`src/rtl/mmu_gate_pkg.sv`:
```
package mmu_gate_pkg;
  localparam int VA_W      = 32;
  localparam int PAGE_LSB  = 10;
  localparam int SIZE_W    = 2;
  localparam int NUM_SIZES = 1 << SIZE_W;
  localparam int STRIP_W   = 3;
  localparam int SQ_W      = 6;
  localparam logic [STRIP_W-1:0] HI_PASS_PFX = 3'b111;
  localparam logic [SQ_W-1:0]    SQ_WIN_PFX  = 6'b111000;

  typedef enum logic [1:0] {
    KIND_PASS  = 2'd0,
    KIND_XLATE = 2'd1,
    KIND_FAULT = 2'd2
  } rsp_kind_e;

  typedef enum logic [3:0] {
    EXC_NONE     = 4'd0,
    EXC_RD_ADDR  = 4'd1,
    EXC_WR_ADDR  = 4'd2,
    EXC_RD_MISS  = 4'd3,
    EXC_WR_MISS  = 4'd4,
    EXC_MULTI    = 4'd5,
    EXC_RD_PROT  = 4'd6,
    EXC_WR_PROT  = 4'd7,
    EXC_FIRST_WR = 4'd8
  } exc_code_e;

  function automatic int page_shift(input int size_code);
    case (size_code)
      0:       page_shift = 10;
      1:       page_shift = 12;
      2:       page_shift = 16;
      default: page_shift = 20;
    endcase
  endfunction
endpackage

```
`src/rtl/mmu_region_decode.sv`:
```
module mmu_region_decode
  import mmu_gate_pkg::*;
(
  input  logic [VA_W-1:0] vaddr,
  input  logic            priv,
  input  logic            xlate_en,
  input  logic            sq_lock,
  output logic            bypass,
  output logic            addr_err,
  output logic [VA_W-1:0] bypass_addr
);
  logic [VA_W-1:0] stripped;
  logic            top_bit;
  logic            hi_region;
  logic            low_kernel;
  logic            sq_window;

  assign stripped   = {{STRIP_W{1'b0}}, vaddr[VA_W-STRIP_W-1:0]};
  assign top_bit    = vaddr[VA_W-1];
  assign hi_region  = (vaddr[VA_W-1 -: STRIP_W] == HI_PASS_PFX);
  assign low_kernel = (vaddr[VA_W-1 -: 2] == 2'b10);
  assign sq_window  = (vaddr[VA_W-1 -: SQ_W] == SQ_WIN_PFX);

  always_comb begin
    bypass      = 1'b0;
    addr_err    = 1'b0;
    bypass_addr = '0;
    if (top_bit && priv && hi_region) begin
      bypass      = 1'b1;
      bypass_addr = vaddr;
    end else if (top_bit && priv && low_kernel) begin
      bypass      = 1'b1;
      bypass_addr = stripped;
    end else if (top_bit && !priv) begin
      if (sq_window && !sq_lock) begin
        bypass      = 1'b1;
        bypass_addr = vaddr;
      end else begin
        addr_err = 1'b1;
      end
    end else if (!xlate_en) begin
      bypass      = 1'b1;
      bypass_addr = stripped;
    end
  end
endmodule

```
`src/rtl/mmu_page_map.sv`:
```
module mmu_page_map
  import mmu_gate_pkg::*;
(
  input  logic [SIZE_W-1:0] size_code,
  input  logic [VA_W-1:0]   ppn,
  input  logic [VA_W-1:0]   vaddr,
  output logic [VA_W-1:0]   paddr
);
  logic [VA_W-1:0] mask_tab [NUM_SIZES];
  logic [VA_W-1:0] mask;

  for (genvar g = 0; g < NUM_SIZES; g++) begin : g_mask
    assign mask_tab[g] = {VA_W{1'b1}} << page_shift(g);
  end

  assign mask  = mask_tab[size_code];
  assign paddr = (ppn & mask) | (vaddr & ~mask);
endmodule

```
`src/rtl/mmu_perm_eval.sv`:
```
module mmu_perm_eval
  import mmu_gate_pkg::*;
(
  input  logic      is_write,
  input  logic      priv,
  input  logic      hit,
  input  logic      multi,
  input  logic      ent_user,
  input  logic      ent_wr,
  input  logic      ent_dirty,
  output exc_code_e code
);
  logic wr_denied;

  assign wr_denied = priv ? !ent_wr : !(ent_user && ent_wr);

  always_comb begin
    if (!hit && !multi)            code = is_write ? EXC_WR_MISS : EXC_RD_MISS;
    else if (multi)                code = EXC_MULTI;
    else if (!is_write)            code = (!priv && !ent_user) ? EXC_RD_PROT : EXC_NONE;
    else if (wr_denied)            code = EXC_WR_PROT;
    else if (!ent_dirty)           code = EXC_FIRST_WR;
    else                           code = EXC_NONE;
  end
endmodule

```
`src/rtl/mmu_access_gate.sv`:
```
module mmu_access_gate
  import mmu_gate_pkg::*;
(
  input  logic              clk,
  input  logic              rst_n,
  input  logic              req_valid,
  input  logic [31:0]       req_vaddr,
  input  logic              req_write,
  input  logic              req_priv,
  input  logic              cfg_xlate_en,
  input  logic              cfg_sv_any_asid,
  input  logic              cfg_sq_lock,
  input  logic              tlb_hit,
  input  logic              tlb_multi,
  input  logic [1:0]        tlb_size,
  input  logic              tlb_user,
  input  logic              tlb_wr,
  input  logic              tlb_dirty,
  input  logic [31:0]       tlb_ppn,
  input  logic              pte_wr_en,
  input  logic [31:0]       pte_wr_data,
  output logic              lookup_any_asid,
  output logic              rsp_valid,
  output logic [1:0]        rsp_kind,
  output logic [31:0]       rsp_paddr,
  output logic              exc_strobe,
  output logic [3:0]        exc_code,
  output logic              exc_reset_class,
  output logic [31:0]       fault_vaddr,
  output logic [31:0]       pte_hi
);
  logic            rg_bypass;
  logic            rg_err;
  logic [VA_W-1:0] rg_addr;
  logic [VA_W-1:0] xl_addr;
  exc_code_e       pe_code;
  exc_code_e       code_n;
  rsp_kind_e       kind_n;
  logic [VA_W-1:0] paddr_n;
  logic            repair_fault_n;

  logic            rsp_valid_q, exc_strobe_q, reset_cls_q;
  logic [1:0]      rsp_kind_q;
  logic [3:0]      exc_code_q;
  logic [VA_W-1:0] rsp_paddr_q, fault_vaddr_q, pte_hi_q;

  mmu_region_decode u_region (
    .vaddr       (req_vaddr),
    .priv        (req_priv),
    .xlate_en    (cfg_xlate_en),
    .sq_lock     (cfg_sq_lock),
    .bypass      (rg_bypass),
    .addr_err    (rg_err),
    .bypass_addr (rg_addr)
  );

  mmu_perm_eval u_perm (
    .is_write  (req_write),
    .priv      (req_priv),
    .hit       (tlb_hit),
    .multi     (tlb_multi),
    .ent_user  (tlb_user),
    .ent_wr    (tlb_wr),
    .ent_dirty (tlb_dirty),
    .code      (pe_code)
  );

  mmu_page_map u_map (
    .size_code (tlb_size),
    .ppn       (tlb_ppn),
    .vaddr     (req_vaddr),
    .paddr     (xl_addr)
  );

  assign lookup_any_asid = cfg_sv_any_asid & req_priv;

  // next-state
  always_comb begin
    if (rg_err)         code_n = req_write ? EXC_WR_ADDR : EXC_RD_ADDR;
    else if (rg_bypass) code_n = EXC_NONE;
    else                code_n = pe_code;

    if (code_n != EXC_NONE) kind_n = KIND_FAULT;
    else if (rg_bypass)     kind_n = KIND_PASS;
    else                    kind_n = KIND_XLATE;

    case (kind_n)
      KIND_PASS:  paddr_n = rg_addr;
      KIND_XLATE: paddr_n = xl_addr;
      default:    paddr_n = '0;
    endcase

    repair_fault_n = req_valid &&
                     (code_n == EXC_RD_MISS || code_n == EXC_WR_MISS ||
                      code_n == EXC_RD_PROT || code_n == EXC_WR_PROT ||
                      code_n == EXC_FIRST_WR);
  end

  // registers
  always_ff @(posedge clk or negedge rst_n) begin
    if (!rst_n) begin
      rsp_valid_q   <= 1'b0;
      exc_strobe_q  <= 1'b0;
      reset_cls_q   <= 1'b0;
      rsp_kind_q    <= '0;
      exc_code_q    <= '0;
      rsp_paddr_q   <= '0;
      fault_vaddr_q <= '0;
      pte_hi_q      <= '0;
    end else begin
      rsp_valid_q  <= req_valid;
      exc_strobe_q <= req_valid && (code_n != EXC_NONE);
      reset_cls_q  <= req_valid && (code_n == EXC_MULTI);
      exc_code_q   <= req_valid ? code_n : EXC_NONE;
      if (req_valid) begin
        rsp_kind_q  <= kind_n;
        rsp_paddr_q <= paddr_n;
      end
      if (repair_fault_n) begin
        fault_vaddr_q <= req_vaddr;
        pte_hi_q      <= {req_vaddr[VA_W-1:PAGE_LSB], pte_hi_q[PAGE_LSB-1:0]};
      end else if (pte_wr_en) begin
        pte_hi_q      <= pte_wr_data;
      end
    end
  end

  assign rsp_valid       = rsp_valid_q;
  assign rsp_kind        = rsp_kind_q;
  assign rsp_paddr       = rsp_paddr_q;
  assign exc_strobe      = exc_strobe_q;
  assign exc_code        = exc_code_q;
  assign exc_reset_class = reset_cls_q;
  assign fault_vaddr     = fault_vaddr_q;
  assign pte_hi          = pte_hi_q;
endmodule

```
`config.mk`:
```
export PLATFORM = sky130hd
export DESIGN_NAME = mmu_access_gate
export DESIGN_NICKNAME = d
export VERILOG_FILES = /design/src/rtl/mmu_gate_pkg.sv /design/src/rtl/mmu_region_decode.sv /design/src/rtl/mmu_page_map.sv /design/src/rtl/mmu_perm_eval.sv /design/src/rtl/mmu_access_gate.sv
export SDC_FILE = /design/constraint.sdc
export NUM_CORES = 1
export LEC_CHECK = 0
export ABC_AREA = 1
export BUFFER_PORTS_ARGS = -buffer_cell sky130_fd_sc_hd__buf_4
export CORE_MARGIN = 1.5
export CORE_UTILIZATION = 34
export DETAILED_ROUTE_END_ITERATION = 7
export SLEW_MARGIN = 20
export SYNTH_ARGS = -nofsm -noshare
export SYNTH_HDL_FRONTEND = slang
export SYNTH_SLANG_ARGS = --single-unit
```
`constraint.sdc`:
```
create_clock -name clk -period 0.85 [get_ports clk]
set_clock_uncertainty 0.05 [all_clocks]
set_input_delay 0.0425 -clock clk [delete_from_list [all_inputs] [get_ports clk]]
set_output_delay 0.0425 -clock clk [all_outputs]
set_load 0.02 [all_outputs]
```
==> implementation parameters, run 1 <==
Parameter                              Value

Die
  Die Height ... 121.6 um
  Total I/O pin count ... 218
  FP Rows ... 43
  Die width ... 121.6 um
  Core outline area ... 0.01383 mm2
  Full die area ... 0.01479 mm2
  Initial core utilization ... 34.59%

Cells and area
  Final cell count without fillers ... 1166
  Post-route standard cell area excluding fillers ... 0.01015 mm2
  Synthesis-to-layout area growth ... 112.2%
  Sequential cell area ... 0.002629 mm2
  Fillcell total ... 952
  Number of antenna diodes ... 0
  Net count of the finished layout ... 1093
  Leading cell types in the layout, fill and taps excluded ... sky130_fd_sc_hd__nand2_1, sky130_fd_sc_hd__buf_4, sky130_fd_sc_hd__buf_6
  Fraction of final layout cells with drive strength greater than 1 ... 52.64%
  Footprint of the multi-input gates ... 0.002665 mm2
  Most common cell after layout, fill and taps aside ... sky130_fd_sc_hd__nand2_1

Clocking
  Clock transition at path regs ... 0.07 ns
  Clock Latency Late Sink ... 0.34 ns
  Number of buffers on the longest clock path ... 2
  Clock tree from TritonCTS ... built
  Clk sink count ... 105
  Number of levels the H-tree was split into ... 3
  CTS root buffer ... sky130_fd_sc_hd__clkbuf_16
  CTS buffer count ... 9

Routing
  Post-detailed-route count of antenna-violating nets ... 0
  Via count ... 5771
  Starting DRT DRC Count ... 379
  Average routed wire per standard cell ... 17.30 um
  DRT Wirelength ... 20170 um
  DRT Pass-1 Iters ... 5
  Number of remaining DRC errors ... 0
  Vias per cell ... 4.949

Logic synthesis
  Register bit count reported by yosys ... 105
  Gate Count Post-Synth ... 594
  Sequential-to-total area share from yosys stat ... 54.95%
  Primary flip-flop cell chosen by synthesis mapping ... sky130_fd_sc_hd__dfrtp_1
  Share of the synthesized area in the top cell type ... 54.95%
  EDFF count, synth ... 0
  Net count of the mapped netlist ... 706
  Number of distinct library cells after synthesis ... 26
  Yosys synthesis warning count ... 0
  Cell type contributing the most total cell area after synthesis ... sky130_fd_sc_hd__dfrtp_1
  Average cell area after synthesis ... 8.051 um2
  Cell area after synthesis ... 0.004782 mm2
  Async set-or-reset flop fraction in the synthesized netlist ... 100.0%
  Leading cell types by total area after synthesis ... sky130_fd_sc_hd__dfrtp_1, sky130_fd_sc_hd__nand2_1, sky130_fd_sc_hd__nand3_1

Place
  Number of port buffers ... 207
  Worst slack, placed ... -0.8714 ns
  Dpl cell area ... 0.007037 mm2
  Post-placement cell count ... 999
  Post-detail-place hpwl ... 11650 um
  Global placement routability congestion ... 0.8766

GRT
  Total grt overflow ... 0
  Number of global-route vias before repair ... 5408
  All-layer global routing usage ... 24.35%
  Wire length of the first global-routing pass ... 27780 um
  Antenna violations before repair ... 0
  Pin count of the biggest net entering global routing ... 42

STA
  Fmax ... 0.7372 GHz
  Worst max-slew margin expressed relative to the limit ... 76.94%
  Endpoints failing setup ... 205
  Period utilisation layout ... 159.6%
  Least-Margin Pin Slew ... 0.3458 ns
  Accumulated negative setup slack ... -53.90 ns
  Setup repair after global routing missed its margin ... yes
  Min cycle time layout ... 1.356 ns
  Final number of max-transition violations ... 0
  Final hold viol count ... 0
  Worst-case setup margin in the final layout ... -0.5064 ns

Worst setup path
  Capturing element type of the critical path ... flop
  Reg-to-reg startpoint ... pte_hi[18]
  Critical path launch point type ... input pin
  CP Data Arrival Time ... 1.59 ns
  Capture instance of the worst register-to-register path ... pte_hi[18]
  CP required ... 1.08 ns
  Setup Crit Path Kind ... input pin to flop
  Setup slack, reg-to-reg ... -0.03 ns
  Largest fanout on the critical path ... 8
  Logic depth of the worst register-to-register path ... 3

Power
  Pwr Density ... 1781 mW/mm2
  Total power ... 0.01808 W
  Maximum vdd drop ... 1.210 mV
  Leakage component of the power ... 5.291 nW

Hold path
  Hold path depth ... 4
  Source of the worst hold timing path ... req_vaddr[29]
  Kind of path behind the tightest hold check ... input pin to flop
  Worst hold path endpoint ... fault_vaddr[29]

Run status
  Violated checks ... negative setup slack
  Result of the run ... complete, but fails checks

Job
  Max Cap Violations ... 0
-- routing by layer --
layer / routed length, um / up-vias / track usage (%)
met3: 917 / 47 / 4.869
met2: 10460 / 225 / 39.83
met1: 8143 / 2839 / 32.51
met5: 0 / - / 0
li1: - / 2660 / -
met4: 644 / 0 / 7.941
-- flip-flops by register name (all words and copies together), names as in the netlist --
signal,cells
exc_strobe,1
fault_vaddr,32
rsp_kind,2
exc_reset_class,1
rsp_paddr,32
exc_code,4
rsp_valid,1
pte_hi,32
-- synthesized netlist by cell type (3+ instances only) --
cell	count
sky130_fd_sc_hd__o21ai_1	21
sky130_fd_sc_hd__nor2_1	17
sky130_fd_sc_hd__inv_2	4
sky130_fd_sc_hd__nand2_1	247
sky130_fd_sc_hd__buf_1	3
sky130_fd_sc_hd__nand3_1	91
sky130_fd_sc_hd__dfrtp_1	105
sky130_fd_sc_hd__mux2_2	10
sky130_fd_sc_hd__nand2_2	3
sky130_fd_sc_hd__a21oi_1	7
sky130_fd_sc_hd__inv_1	42
sky130_fd_sc_hd__clkbuf_1	13
sky130_fd_sc_hd__buf_2	12
-- final cells by class --
cell class                 instances  area share (%)
timing repair buffer             407           40.97
multi-input combinational        412           26.26
clock buffer                      12           2.429
clock inverter                     4          0.2712
tap                              180           2.219
sequential                       105           25.90
inverter                          46           1.948
-- how the worst max path moves through the flow --
stage | from | to | slack (ns) | cells past startpoint
6_report | req_priv | pte_hi[18] | -0.51 | 14
5_1_grt | req_priv | pte_hi[18] | -0.56 | 14
4_1_cts | req_vaddr[28] | fault_vaddr[3] | -0.46 | 15
3_5_place_dp | req_vaddr[31] | pte_hi[17] | -0.87 | 13
3_3_place_gp | req_vaddr[31] | pte_hi[6] | -0.82 | 13
2_1_floorplan | req_vaddr[31] | pte_hi[4] | -0.52 | 13
-- worst max-delay path: stages --
cell,delay [ns]
sky130_fd_sc_hd__buf_12,0.11
sky130_fd_sc_hd__o21ai_4,0.15
sky130_fd_sc_hd__nand2_1,0.07
sky130_fd_sc_hd__nand2_1,0.07
sky130_fd_sc_hd__nand2_2,0.08
sky130_fd_sc_hd__o21bai_4,0.17
sky130_fd_sc_hd__nand2_2,0.08
sky130_fd_sc_hd__nand2_2,0.08
sky130_fd_sc_hd__nand3_4,0.11
sky130_fd_sc_hd__nand2_8,0.13
sky130_fd_sc_hd__buf_12,0.15
sky130_fd_sc_hd__buf_16,0.15
sky130_fd_sc_hd__nand3_2,0.09
sky130_fd_sc_hd__nand3_2,0.09
-- where the power goes --
| part | internal [W] | leakage (nW) | switching [W] |
|---|---|---|---|
| sequential | 0.00586 | 1.32 | 0.000711 |
| clock | 0.00208 | 0.137 | 0.00189 |
| combinational | 0.00398 | 3.83 | 0.00356 |
-- metrics by stage --
step / hold slack (ns) / util, %
after floorplan: -0.3031 / -
after global routing: 0.03296 / 73.40
after CTS: 0.009698 / 64.79
after detailed placement: -0.09869 / 50.89
after global placement: -0.1025 / 50.89
final: 0.02063 / 73.40
-- logic make-up after synthesis --
family / share of synthesized area, %
buf+inv: 6.907
mux: 2.355
simple gates: 31.95
flops: 54.95
compound gates: 3.846
-- what timing repair did --
item / CTS / global route
hold buffers: 70 / 0
cloned: 8 / 4
setup buffers: 13 / 59
endpoints found under the setup margin: 205 / 209
resized for setup: 151 / 171
hold endpoints to repair: 190 / 0
pin swaps: 26 / 23
No activity file was read; power rests on OpenSTA's default activity.
==> inputs of run 2 (changes only) <==
==> constraint.sdc (replaced) <==
create_clock -name clk -period 0.85 [get_ports clk]
set_clock_uncertainty 0.05 [all_clocks]
set_input_delay 0.085 -clock clk [delete_from_list [all_inputs] [get_ports clk]]
set_output_delay 0.085 -clock clk [all_outputs]
set_load 0.02 [all_outputs]
==> implementation parameters, run 2 (same netlist as run 1, synthesis figures left out) <==
Parameter                              Value

Run status
  Result of the run ... complete, but fails checks
  Violated checks ... negative setup slack

Power
  Pwr Density ... 1913 mW/mm2
  Maximum vdd drop ... 1.065 mV
  Leakage component of the power ... 5.071 nW

STA
  Fmax ... 0.7433 GHz
  Least-Margin Pin Slew ... 0.2988 ns
  Period utilisation layout ... 158.3%
  Setup repair after global routing missed its margin ... yes
  Worst-case setup margin in the final layout ... -0.4954 ns
  Min cycle time layout ... 1.345 ns
  Final number of max-transition violations ... 0
  Final hold viol count ... 0
  Endpoints failing setup ... 206
  Worst max-slew margin expressed relative to the limit ... 80.08%
  Accumulated negative setup slack ... -58.78 ns

Routing
  Post-detailed-route count of antenna-violating nets ... 0
  Number of remaining DRC errors ... 0
  DRT Wirelength ... 18070 um
  Vias per cell ... 4.801
  DRT Pass-1 Iters ... 6
  Average routed wire per standard cell ... 15.74 um
  Starting DRT DRC Count ... 358
  Via count ... 5512

Job
  Max Cap Violations ... 0

Worst setup path
  CP Data Arrival Time ... 1.53 ns
  Setup Crit Path Kind ... input pin to flop
  CP required ... 1.03 ns
  Crit path cell chain ... buf_12 -> inv_12 -> nor2_4 -> nor2_4 -> nand3_4 -> o21bai_4 -> nand3_2 -> nand3_4 -> nand2_8 -> buf_12 -> buf_16 -> nand2_1 -> nand3_1
  Maximum cell stage delay along the critical path ... 0.18 ns
  Critical path launch point type ... input pin
  Slowest stage cell, crit path ... sky130_fd_sc_hd__o21bai_4
  Largest fanout on the critical path ... 5
  Capturing element type of the critical path ... flop

Die
  Die Height ... 121.6 um
  Full die area ... 0.01479 mm2
  Die width ... 121.6 um
  Core outline area ... 0.01383 mm2
  Total I/O pin count ... 218
  Initial core utilization ... 34.59%
  FP Rows ... 43

GRT
  GRT busiest layer ... met2
  Pin count of the biggest net entering global routing ... 46
  GR Layer Usage met1 ... 29.81%
  Antenna violations before repair ... 0
  Wire length of the first global-routing pass ... 26610 um
  Met2 usage ... 39.30%
  Total grt overflow ... 0
  Met3 track demand over resource in global routing ... 3.605%
  Number of global-route vias before repair ... 5417
  All-layer global routing usage ... 23.27%

Cells and area
  Net count of the finished layout ... 1075
  Number of antenna diodes ... 0
  Fillcell total ... 1011
  Fraction of final layout cells with drive strength greater than 1 ... 48.97%
  Most common cell after layout, fill and taps aside ... sky130_fd_sc_hd__nand2_1
  Footprint of the multi-input gates ... 0.002341 mm2
  Sequential cell area ... 0.002628 mm2
  Synthesis-to-layout area growth ... 98.01%
  Post-route standard cell area excluding fillers ... 0.009469 mm2
  Leading cell types in the layout, fill and taps excluded ... sky130_fd_sc_hd__nand2_1, sky130_fd_sc_hd__buf_4, sky130_fd_sc_hd__buf_6

Clocking
  CTS buffer count ... 9
  Number of buffers on the longest clock path ... 2
  CTS root buffer ... sky130_fd_sc_hd__clkbuf_16
  Clock Latency Late Sink ... 0.34 ns
  Number of levels the H-tree was split into ... 3
  Clk sink count ... 105
  Clock tree from TritonCTS ... built
  Clock transition at path regs ... 0.08 ns

Place
  Number of port buffers ... 207
  Dpl cell area ... 0.007072 mm2
  Global placement routability congestion ... 0.8722
  Post-detail-place hpwl ... 11660 um

Hold path
  Kind of path behind the tightest hold check ... input pin to flop
-- run 2: cell count changes in the layout (fill, tap and decap cells not counted), sizes merged --
cell,change
dlygate4sd3,-25
buf,+8
bufinv,+2
clkbuf,-2
clkinv,-2
inv,+1
-- run 2: cell type report --
type / instances / share of cell area (%)
Clock buffer: 11 / 2.458
Clock inverter: 5 / 0.9117
Inverter: 46 / 2.088
Multi-Input combinational cell: 412 / 24.72
Sequential cell: 105 / 27.75
Tap cell: 180 / 2.378
Timing Repair Buffer: 389 / 39.69
-- run 2: timing repair --
| item | in CTS | in global routing |
|---|---|---|
| endpoints found under the hold margin | 159 | 0 |
| setup buffers | 50 | 27 |
| gates resized for setup | 196 | 46 |
| hold buffers | 45 | 0 |
| pin swaps | 17 | 17 |
| gates cloned | 4 | 1 |
| setup endpoints to repair | 205 | 209 |
-- run 2: critical path, delay by kind of cell --
family          cells  cell delay (ns)
simple gates        8             0.79
compound gates      1             0.18
buf+inv             4             0.45
-- run 2: power by group --
group	leakage, nW	internal (W)	switching, W	total (W)
Sequential	1.32	0.00586	0.000709	0.00657
Combinational	3.59	0.00377	0.00325	0.00702
Clock	0.155	0.00261	0.00191	0.00453
-- run 2: final timing paths --
path | cells past startpoint | slack (ns) | start | end
hold reg to reg | 2 | 0.45 | fault_vaddr[10] | fault_vaddr[10]
min in group asynchronous | 3 | 0.22 | rst_n | pte_hi[20]
hold / removal | 5 | 0.004 | tlb_ppn[23] | rsp_paddr[23]
setup / recovery | 13 | -0.50 | req_vaddr[31] | pte_hi[17]
max in group asynchronous | 3 | 0.26 | rst_n | rsp_paddr[11]
setup reg to reg | 4 | -0.11 | pte_hi[26] | pte_hi[26]
-- run 2: stage by stage --
stage | worst slack [ns] | instances | util, % | hold slack [ns] | total power [W]
after floorplan | -0.5627 | 594 | - | -0.2606 | 0.008739
after global placement | -0.9810 | 1007 | 51.14 | 0.04548 | 0.01131
after detailed placement | -1.081 | 1007 | 51.14 | 0.04445 | 0.01139
after CTS | -0.4274 | 1122 | 65.77 | 0.0008507 | 0.01758
after global routing | -0.6078 | 1148 | 68.48 | 0.01441 | 0.01894
final | -0.4954 | 1148 | 68.48 | 0.003900 | 0.01811
-- run 2: per-layer routing --
metal	share of wire, %	wire, um	up-vias
met1	41	7329	2618
met5	0	0	-
li1	-	-	2623
met3	5.6	1020	48
met2	50	9057	223
met4	3.7	663	0
==> inputs of run 3 (changes only) <==
--- a/config.mk
+++ b/config.mk
@@ -10,6 +10,7 @@
 export CORE_MARGIN = 1.5
 export CORE_UTILIZATION = 34
 export DETAILED_ROUTE_END_ITERATION = 7
+export SETUP_SLACK_MARGIN = 0.3
 export SLEW_MARGIN = 20
 export SYNTH_ARGS = -nofsm -noshare
 export SYNTH_HDL_FRONTEND = slang
==> implementation parameters, run 3 (same netlist as run 1, synthesis figures left out) <==
Parameter                              Value

Routing
  Via count ... 5050
  DRT Pass-1 Iters ... 4
  Post-detailed-route count of antenna-violating nets ... 0
  Average routed wire per standard cell ... 15.69 um
  Vias per cell ... 4.728
  Number of remaining DRC errors ... 0
  DRT Wirelength ... 16760 um
  Starting DRT DRC Count ... 266

Place
  Number of port buffers ... 207
  Worst slack, placed ... -0.9094 ns
  Global placement routability congestion ... 0.8732
  Post-detail-place hpwl ... 11840 um

Worst setup path
  Most used cell, CP ... sky130_fd_sc_hd__nand2_2
  CP Data Arrival Time ... 1.52 ns
  Largest fanout on the critical path ... 8
  Capturing element type of the critical path ... flop
  Setup Crit Path Kind ... input pin to flop
  Maximum cell stage delay along the critical path ... 0.18 ns
  Number of buffer and inverter instances along the worst setup path ... 3
  Reg-to-reg startpoint ... rsp_paddr[11]
  Crit path cell chain ... buf_6 -> nor2_4 -> nand2_2 -> nor2_4 -> nor2_2 -> o21bai_4 -> nand2_2 -> nand2_2 -> nand3_4 -> nand2_8 -> buf_6 -> buf_16 -> nand2_2 -> nand2_1
  CP required ... 1.04 ns
  Critical path launch point type ... input pin
  CP Launch Point ... req_vaddr[28]
  Critical path's top delay family ... simple AND/OR/NAND/NOR gates
  Slowest stage cell, crit path ... sky130_fd_sc_hd__o21bai_4

STA
  Worst Hold Margin ... -0.3422 ns
  Final hold viol count ... 155
  Worst-case setup margin in the final layout ... -0.4856 ns
  Period utilisation layout ... 157.1%
  Final number of max-transition violations ... 0
  Worst max-slew margin expressed relative to the limit ... 72.31%
  Setup repair after global routing missed its margin ... yes
  Least-Margin Pin Slew ... 0.4148 ns
  Fmax ... 0.7487 GHz
  Min cycle time layout ... 1.336 ns
  Endpoints failing setup ... 207

Clocking
  Number of buffers on the longest clock path ... 2
  Clock Latency Late Sink ... 0.35 ns
  Number of levels the H-tree was split into ... 3
  CTS root buffer ... sky130_fd_sc_hd__clkbuf_16
  CTS buffer count ... 9
  Clock tree from TritonCTS ... built
  Clk sink count ... 105
  Clock transition at path regs ... 0.07 ns

Cells and area
  Most common cell after layout, fill and taps aside ... sky130_fd_sc_hd__nand2_1
  Leading cell types in the layout, fill and taps excluded ... sky130_fd_sc_hd__nand2_1, sky130_fd_sc_hd__buf_4, sky130_fd_sc_hd__buf_6
  Net count of the finished layout ... 995
  Fraction of final layout cells with drive strength greater than 1 ... 58.11%
  Number of antenna diodes ... 0
  Fillcell total ... 1190
  Synthesis-to-layout area growth ... 81.68%

Power
  Total net switching power ... 0.005577 W
  Part of the power in the clock network ... 23.2%
  Combinational group share of total power ... 37.2%
  Maximum vdd drop ... 0.9038 mV
  Relative contribution of sequential cells to total power ... 39.6%
  Leakage component of the power ... 4.545 nW
  Total power ... 0.01691 W
  Internal power summed over all cells ... 0.01133 W
  Pwr Density ... 1946 mW/mm2
  Switching portion of total power ... 32.98%

Run status
  Result of the run ... complete, but fails checks
  Violated checks ... negative hold slack, negative setup slack

GRT
  Antenna violations before repair ... 0
  Number of global-route vias before repair ... 4965
  All-layer global routing usage ... 23.02%
  Total grt overflow ... 0
  Wire length of the first global-routing pass ... 25960 um
  Pin count of the biggest net entering global routing ... 47

Die
  Die width ... 121.6 um
  Full die area ... 0.01479 mm2
  Core outline area ... 0.01383 mm2
  Die Height ... 121.6 um
  FP Rows ... 43
  Initial core utilization ... 34.59%
  Total I/O pin count ... 218

Job
  Max Cap Violations ... 0

Hold path
  Kind of path behind the tightest hold check ... input pin to asynchronous set/reset pin
[run 3: stage by stage]
step	instances	util, %	cell area (um2)	hold WS, ns	TNS (ns)
2_1_floorplan	594	-	4969	-0.2606	-48.84
4_1_cts	1055	61.13	8452	-0.3374	-55.50
5_1_grt	1068	62.84	8688	-0.3342	-70.47
3_3_place_gp	1007	51.97	7186	0.04085	-81.07
6_report	1068	62.84	8688	-0.3422	-59.14
3_5_place_dp	1007	51.97	7186	0.04492	-84.94
[run 3: worst paths after layout]
check	end	slack, ns	depth (start not counted)
worst max-delay path	fault_vaddr[30]	-0.49	14
worst min-delay path	fault_vaddr[15]	-0.34	2
worst max register to register	rsp_paddr[11]	-0.09	4
worst min register to register	fault_vaddr[13]	0.44	2
max in group asynchronous	pte_hi[3]	0.82	2
min in group clk	rsp_paddr[30]	-0.13	3
[run 3: cell type report]
cell class                      instances  area (um2)  share of cell area, %
Clock buffer                           12       246.5                  2.837
Clock inverter                          4       27.53                 0.3168
Inverter                               46       190.2                  2.189
Multi-Input combinational cell        412        2226                  25.62
Sequential cell                       105        2741                  31.55
Tap cell                              180       225.2                  2.592
Timing Repair Buffer                  309        3032                  34.89
[run 3: what timing repair did]
| action | 4_1_cts | 5_1_grt |
|---|---|---|
| setup buffers | 28 | 13 |
| resized for setup | 181 | 41 |
| endpoints found under the setup margin | 210 | 210 |
| cloned | 4 | 0 |
| pin swaps | 25 | 16 |
| endpoints found under the hold margin | 171 | 138 |
[run 3: worst register-to-register path: stages (launching register included)]
cell	delay, ns
sky130_fd_sc_hd__dfrtp_2	0.42
sky130_fd_sc_hd__buf_4	0.13
sky130_fd_sc_hd__buf_4	0.12
sky130_fd_sc_hd__nand2_1	0.05
sky130_fd_sc_hd__nand2_1	0.05
[run 3: metal layers]
metal	wire [um]	global-route usage [%]	up-vias	part of all wire [%]
met1	7275	30.63	2391	43
met2	8172	37.22	163	49
met3	890	4.213	27	5.3
met5	0	0	-	0
li1	-	-	2469	-
met4	424	9.338	0	2.5
[run 3: power by group through the flow]
stage	logic, W	clock network (W)	registers, W
after floorplan	0.00128	0	0.00763
after global placement	0.00490	0	0.00658
after CTS	0.00605	0.00401	0.00668
after global routing	0.00674	0.00425	0.00679
final	0.00629	0.00393	0.00670
after detailed placement	0.00497	0	0.00661
